File: config.mk
export PLATFORM = sky130hd
export DESIGN_NAME = i2c_wiper_target
export DESIGN_NICKNAME = d
export VERILOG_FILES = /design/src/rtl/i2c_wiper_pkg.sv /design/src/rtl/i2c_bus_events.sv /design/src/rtl/i2c_reg_bank.sv /design/src/rtl/i2c_tgt_ctrl.sv /design/src/rtl/i2c_wiper_target.sv
export SDC_FILE = /design/constraint.sdc
export NUM_CORES = 1
export LEC_CHECK = 0
export ABC_AREA = 1
export BUFFER_PORTS_ARGS = -buffer_cell sky130_fd_sc_hd__buf_2
export CORE_ASPECT_RATIO = 1.75
export CORE_UTILIZATION = 40
export CTS_CLUSTER_DIAMETER = 50
export DETAILED_ROUTE_END_ITERATION = 6
export GPL_TIMING_DRIVEN = 0
export SLEW_MARGIN = 10
export SYNTH_ARGS = -nofsm -noshare
export SYNTH_HDL_FRONTEND = slang
export SYNTH_SLANG_ARGS = --single-unit
File: constraint.sdc
create_clock -name clk -period 4.4 [get_ports clk]
set_clock_uncertainty 0.2 [all_clocks]
set_input_delay 0.66 -clock clk [delete_from_list [all_inputs] [get_ports clk]]
set_output_delay 0.66 -clock clk [all_outputs]
set_load 0.03 [all_outputs]
File: src/rtl/i2c_wiper_pkg.sv
package i2c_wiper_pkg;
  localparam int NUM_WIPERS = 4;
  localparam int WIPER_W    = 7;
  localparam int DATA_W     = 8;
  localparam int PIN_W      = 3;
  localparam int NUM_REGS   = 2 * NUM_WIPERS + 1;
  localparam int CTRL_IDX   = NUM_REGS - 1;
  localparam int PTR_W      = $clog2(NUM_REGS);
  localparam int BIT_W      = $clog2(DATA_W);
  localparam logic [DATA_W-PIN_W-2:0] DEV_PREFIX = 4'b1010;

  typedef enum logic [2:0] {
    ST_IDLE,
    ST_ID,
    ST_ADDR,
    ST_WDATA,
    ST_RDATA,
    ST_IGNORE
  } bus_state_e;
endpackage

File: src/rtl/i2c_bus_events.sv
module i2c_bus_events (
  input  logic clk,
  input  logic rst,
  input  logic scl_i,
  input  logic sda_i,
  output logic scl_rise,
  output logic scl_fall,
  output logic start_det,
  output logic stop_det
);
  logic scl_d;
  logic sda_d;

  always_ff @(posedge clk) begin
    if (rst) begin
      scl_d <= 1'b1;
      sda_d <= 1'b1;
    end else begin
      scl_d <= scl_i;
      sda_d <= sda_i;
    end
  end

  // Bus conditions need the clock line high in both samples
  always_comb begin
    scl_rise  = scl_i & ~scl_d;
    scl_fall  = ~scl_i & scl_d;
    start_det = scl_i & scl_d & sda_d & ~sda_i;
    stop_det  = scl_i & scl_d & ~sda_d & sda_i;
  end
endmodule

File: src/rtl/i2c_reg_bank.sv
module i2c_reg_bank
  import i2c_wiper_pkg::*;
#(
  parameter logic [WIPER_W-1:0] WIPER_INIT = 7'h40
) (
  input  logic                          clk,
  input  logic                          rst,
  input  logic                          wr_en,
  input  logic [PTR_W-1:0]              wr_addr,
  input  logic [DATA_W-1:0]             wr_data,
  input  logic [PTR_W-1:0]              rd_addr,
  output logic [DATA_W-1:0]             rd_data,
  output logic [NUM_WIPERS*WIPER_W-1:0] wiper_pos,
  output logic [DATA_W-1:0]             ctrl_reg
);
  localparam logic [PTR_W-1:0]  CTRL_PTR    = PTR_W'(CTRL_IDX);
  localparam logic [DATA_W-1:0] NARROW_MASK = DATA_W'((1 << WIPER_W) - 1);
  localparam logic [DATA_W-1:0] INIT_BYTE   = DATA_W'(WIPER_INIT);

  logic [DATA_W-1:0] mem [NUM_REGS];

  always_ff @(posedge clk) begin
    if (rst) begin
      for (int i = 0; i < NUM_REGS; i++) begin
        mem[i] <= (i == CTRL_IDX) ? '0 : INIT_BYTE;
      end
    end else if (wr_en) begin
      mem[wr_addr] <= (wr_addr == CTRL_PTR) ? wr_data : (wr_data & NARROW_MASK);
    end
  end

  always_ff @(posedge clk) begin
    if (rst) rd_data <= '0;
    else     rd_data <= mem[rd_addr];
  end

  for (genvar g = 0; g < NUM_WIPERS; g++) begin : g_wiper_out
    assign wiper_pos[g*WIPER_W +: WIPER_W] = mem[g][WIPER_W-1:0];
  end
  assign ctrl_reg = mem[CTRL_IDX];

  // a narrow location never reads back with its top bit set
  p_narrow_msb_r5: assert property (@(posedge clk) disable iff (rst)
    ($past(rd_addr) != CTRL_PTR) |-> !rd_data[DATA_W-1]);
endmodule

File: src/rtl/i2c_tgt_ctrl.sv
module i2c_tgt_ctrl
  import i2c_wiper_pkg::*;
(
  input  logic              clk,
  input  logic              rst,
  input  logic              sda_i,
  input  logic              scl_i,
  input  logic              scl_rise,
  input  logic              scl_fall,
  input  logic              start_det,
  input  logic              stop_det,
  input  logic [PIN_W-1:0]  addr_pins,
  input  logic [DATA_W-1:0] rd_data,
  output logic [PTR_W-1:0]  ptr,
  output logic              wr_en,
  output logic [PTR_W-1:0]  wr_addr,
  output logic [DATA_W-1:0] wr_data,
  output logic              sda_oe
);
  localparam logic [BIT_W:0]    ACK_SLOT  = (BIT_W+1)'(DATA_W);
  localparam logic [BIT_W:0]    LAST_BIT  = (BIT_W+1)'(DATA_W - 1);
  localparam logic [PTR_W-1:0]  LAST_PTR  = PTR_W'(CTRL_IDX);
  localparam logic [DATA_W-1:0] LAST_ADDR = DATA_W'(CTRL_IDX);

  bus_state_e        state;
  logic [BIT_W:0]    bitcnt;
  logic [DATA_W-1:0] shreg;
  logic [DATA_W-1:0] byte_now;
  logic [PIN_W-1:0]  pins_q;
  logic              rw_q;
  logic [PTR_W-1:0]  ptr_next;
  logic [BIT_W-1:0]  tx_idx;

  always_comb begin
    byte_now = {shreg[DATA_W-2:0], sda_i};
    ptr_next = (ptr == LAST_PTR) ? '0 : ptr + 1'b1;
    tx_idx   = BIT_W'(DATA_W - 1) - bitcnt[BIT_W-1:0];
  end

  always_ff @(posedge clk) begin
    if (rst) begin
      state   <= ST_IDLE;
      bitcnt  <= '0;
      shreg   <= '0;
      pins_q  <= '0;
      rw_q    <= 1'b0;
      ptr     <= '0;
      wr_en   <= 1'b0;
      wr_addr <= '0;
      wr_data <= '0;
      sda_oe  <= 1'b0;
    end else begin
      wr_en <= 1'b0;
      if (state == ST_IDLE) pins_q <= addr_pins;

      if (start_det) begin
        state  <= ST_ID;
        bitcnt <= '0;
        sda_oe <= 1'b0;
      end else if (stop_det) begin
        state  <= ST_IDLE;
        bitcnt <= '0;
        sda_oe <= 1'b0;
      end else if (scl_rise) begin
        if (bitcnt != ACK_SLOT) begin
          shreg  <= byte_now;
          bitcnt <= bitcnt + 1'b1;
          if (bitcnt == LAST_BIT) begin
            case (state)
              ST_ID: begin
                if (byte_now[DATA_W-1:1] == {DEV_PREFIX, pins_q}) rw_q <= byte_now[0];
                else                                              state <= ST_IGNORE;
              end
              ST_ADDR: begin
                if (byte_now <= LAST_ADDR) ptr   <= byte_now[PTR_W-1:0];
                else                       state <= ST_IGNORE;
              end
              ST_WDATA: begin
                wr_en   <= 1'b1;
                wr_addr <= ptr;
                wr_data <= byte_now;
                ptr     <= ptr_next;
              end
              ST_RDATA: ptr <= ptr_next;
              default: ;
            endcase
          end
        end else begin
          bitcnt <= '0;
          case (state)
            ST_ID:    state <= rw_q ? ST_RDATA : ST_ADDR;
            ST_ADDR:  state <= ST_WDATA;
            ST_RDATA: if (sda_i) state <= ST_IGNORE;
            default: ;
          endcase
        end
      end else if (scl_fall) begin
        case (state)
          ST_ID, ST_ADDR, ST_WDATA: sda_oe <= (bitcnt == ACK_SLOT);
          ST_RDATA:                 sda_oe <= (bitcnt != ACK_SLOT) && !rd_data[tx_idx];
          default:                  sda_oe <= 1'b0;
        endcase
      end
    end
  end

  // the data line enable only moves after a low clock sample
  p_sda_low_only_r9: assert property (@(posedge clk) disable iff (rst)
    !$stable(sda_oe) |-> !$past(scl_i));
  // a start always rearms byte reception from the first bit
  p_start_rearms_r8: assert property (@(posedge clk) disable iff (rst)
    start_det |=> (state == ST_ID && bitcnt == '0));
  // a stop leaves the target idle with the line released
  p_stop_idle_r7: assert property (@(posedge clk) disable iff (rst)
    stop_det |=> (state == ST_IDLE && !sda_oe));
  // the pointer never leaves the register range
  p_ptr_range_r4: assert property (@(posedge clk) disable iff (rst)
    ptr <= LAST_PTR);
  // one strobe per received data byte
  p_wr_single_r4: assert property (@(posedge clk) disable iff (rst)
    wr_en |=> !wr_en);
endmodule

File: src/rtl/i2c_wiper_target.sv
module i2c_wiper_target
  import i2c_wiper_pkg::*;
#(
  parameter logic [WIPER_W-1:0] WIPER_INIT = 7'h40
) (
  input  logic                          clk,
  input  logic                          rst,
  input  logic                          scl_i,
  input  logic                          sda_i,
  input  logic [PIN_W-1:0]              addr_pins,
  output logic                          sda_oe,
  output logic [NUM_WIPERS*WIPER_W-1:0] wiper_pos,
  output logic [DATA_W-1:0]             ctrl_reg
);
  logic              scl_rise;
  logic              scl_fall;
  logic              start_det;
  logic              stop_det;
  logic [PTR_W-1:0]  ptr;
  logic              wr_en;
  logic [PTR_W-1:0]  wr_addr;
  logic [DATA_W-1:0] wr_data;
  logic [DATA_W-1:0] rd_data;

  i2c_bus_events u_events (
    .clk       (clk),
    .rst       (rst),
    .scl_i     (scl_i),
    .sda_i     (sda_i),
    .scl_rise  (scl_rise),
    .scl_fall  (scl_fall),
    .start_det (start_det),
    .stop_det  (stop_det)
  );

  i2c_tgt_ctrl u_ctrl (
    .clk       (clk),
    .rst       (rst),
    .sda_i     (sda_i),
    .scl_i     (scl_i),
    .scl_rise  (scl_rise),
    .scl_fall  (scl_fall),
    .start_det (start_det),
    .stop_det  (stop_det),
    .addr_pins (addr_pins),
    .rd_data   (rd_data),
    .ptr       (ptr),
    .wr_en     (wr_en),
    .wr_addr   (wr_addr),
    .wr_data   (wr_data),
    .sda_oe    (sda_oe)
  );

  i2c_reg_bank #(.WIPER_INIT(WIPER_INIT)) u_bank (
    .clk       (clk),
    .rst       (rst),
    .wr_en     (wr_en),
    .wr_addr   (wr_addr),
    .wr_data   (wr_data),
    .rd_addr   (ptr),
    .rd_data   (rd_data),
    .wiper_pos (wiper_pos),
    .ctrl_reg  (ctrl_reg)
  );
endmodule

==> metrics.cfg <==
[timing]
fin_crit_ps = 2390
rsz0062_at_grt = false
setup_tns_ps = 0
maxSlewViolCount = 0
max_freq_mhz = 418
finalCritPeriodShare_pct = 54.3
hold_viol_final = 0
relSlewSlack_pct = 46.5
setup_viol = 0
tightestPinTransition_ps = 803

[floorplan]
start_util_pct = 40.7
die_h_um = 186
die_w_um = 107
core_area_um2 = 19000
rows = 67
die_area_um2 = 20000
boundaryPins = 44

[clock_network]
clk_pin_slew_worst_paths_ps = 70
holdBufCountCts = 0
cts_setup_buffers = 0
clk_latency_ps = 440
cts_buffers = 17
cts_root_buf = clkbuf_16
post_cts_resize_count = 0
cts_tree = done
htreeDepth = 4
cts_buffer_depth = 2
cts.sinks = 174

[grt]
grtUsageTotal_pct = 22.4
met2_usage_pct = 43.6
grt_pass1_vias = 5716
grt_max_degree = 17
gr-total-overflow = 0
grt_use_met1_pct = 21.4
use_met3_pct = 3.83
antenna_found_initial = 0
busiest_layer = met2
grt_pass1_wl_um = 31800

[worst_setup_path]
critPathLaunch = rst
reg2reg_slack_ps = 2260
crit_type = input pin to flip-flop
cp-end-kind = flip-flop
worstPathArrival_ps = 2270
crit_fanout = 10
cp.required_ps = 4280
r2r_start = u_ctrl.wr_addr[3]$_SDFFE_PP0P_
cp-start-kind = input pin

[routing]
via_count = 5749
wirelength_um = 21500
viasPerCell = 5.22
drc = 0
drt_iter0_drc = 237
ant_nets = 0
wl_per_cell_um = 19.5
firstDrtPassIters = 5

[pwr]
power.share.sequential_pct = 50.7
p_leak_nw = 3.28
switching_power_mw = 0.790
p_int_mw = 2.80
p_clk_share_pct = 44.5
powerDensity_nw_per_um2 = 403
swShare_pct = 22.0
irDropWorstVdd_uv = 279
power_frac_comb_pct = 4.8
total_power_mw = 3.59

[synth]
synth_cells = 779
yosys_warnings = 0
synth_area_um2 = 7750
ys_seq_area_share_pct = 61.4
ys_seq_elements = 174
syn_area_per_cell_um2 = 9.95
post_synth_num_cell_types = 37

[finish]
final_cell_mix = nor2_1 (173), edfxtp_1 (128), o21ai_0 (94), nand2_1 (71), buf_2 (55)
insertedDiodeCount = 0
layout.nets = 859
fin_util_pct = 46.9
final_common_cell = nor2_1
area_delta_synth_final_pct = 15.0
drive_gt1_share_pct = 17.5
finalNonFillerCells = 1102

[run]
cap_violations = 0

[worst_hold_path]
hold_path.class = flip-flop to flip-flop
hp-start = u_ctrl.sda_oe$_SDFFE_PP0P_

[place]
hpwl_um = 16100
dp_cells = 1070
gp_congestion = 0.874
port_buffers = 43

[outcome]
outcome = completed

-- metrics by stage --
step                cell area, um^2  hold WS [ps]  setup slack [ps]
floorplan                      7780           236              2360
global placement               8300           249              1580
detailed placement             8300           253              1570
CTS                            8920           264              2010
global route                   8920           291              1930
finish                         8920           265              2010
-- cell usage after synthesis --
cell,n,area (um^2)
a211oi_1,1,7.51
a21oi_1,30,150
a21oi_2,2,17.5
a22oi_1,2,15.0
a31oi_1,9,56.3
buf_1,1,3.75
buf_2,12,60.1
buf_4,29,218
buf_6,7,78.8
clkbuf_1,10,37.5
clkinv_1,7,26.3
conb_1,1,3.75
dfxtp_1,46,921
edfxtp_1,128,3840
ha_1,4,50.1
inv_1,47,176
inv_2,4,15.0
inv_4,4,25.0
nand2_1,71,267
nand2_2,5,31.3
nand3_1,20,100
nand3_2,4,40.0
nand3_4,1,17.5
nand4_1,3,18.8
nor2_1,173,649
nor2_2,6,37.5
nor2_4,1,11.3
nor2_8,2,40.0
nor3_1,6,30.0
nor3_2,1,10.0
o211ai_1,13,97.6
o21ai_0,94,470
o21ai_1,9,45.0
o21ai_2,1,8.76
o221ai_1,3,26.3
o22ai_1,18,113
xor2_1,4,35.0
-- cells by family (layout without fill, tap and decap cells) --
group           Yosys count  after routing  share of synthesized area [%]
flops                   174            174                           61.4
other cells               1              8                         0.0484
simple gates            293            293                           16.2
fa+ha+maj                 4              4                          0.645
buf+inv                 121            196                           8.26
compound gates          182            182                           13.0
xor+xnor                  4              4                          0.452
-- cell type report --
class                           count  area (um^2)
Buffer                             59          398
Clock buffer                       18          429
Clock inverter                     14          190
Fill cell                        1831        10100
Inverter                           62          243
Multi-Input combinational cell    491         2370
Sequential cell                   174         4760
Tap cell                          241          302
Timing Repair Buffer               43          215
-- worst max-delay path, cell delays in order --
cell and delay (ps):
buf_2 100, inv_1 150, buf_2 260, buf_1 640
nand2_1 440
-- power groups by stage --
stage	clock network, mW	registers (mW)	logic [mW]
after floorplan	0	1.86	0.118
after global placement	0	1.86	0.172
after detailed placement	0	1.86	0.173
after CTS	1.60	1.82	0.174
after global routing	1.66	1.83	0.189
final	1.60	1.82	0.173
-- layer usage --
layer / up-vias / part of all wire (%)
met5: - / 0
met4: 0 / 5.6
met3: 58 / 3.6
met2: 155 / 56
met1: 2751 / 35
li1: 2785 / -
-- state kept, by name, summed over array words and instances (netlist names) --
register and count:
u_ctrl.wr_addr 4, u_bank.rd_data 8, u_ctrl.ptr 4, u_ctrl.sda_oe 1, u_events.sda_d 1, u_ctrl.shreg 7, u_ctrl.pins_q 3, u_ctrl.bitcnt 4
u_ctrl.state 3, u_ctrl.wr_en 1, u_ctrl.rw_q 1, u_events.scl_d 1, u_ctrl.wr_data 8, u_bank.mem 128
-- path summary, 6_finish.rpt --
path,end,depth (start not counted)
setup / recovery,u_bank.mem[8][5]$_SDFFCE_PN0P_,5
hold / removal,u_ctrl.sda_oe$_SDFFE_PP0P_,2
setup reg to reg,u_bank.mem[10][7]$_DFFE_PP_,6
hold reg to reg,u_ctrl.sda_oe$_SDFFE_PP0P_,2
Power figures use the tool's default switching activity.
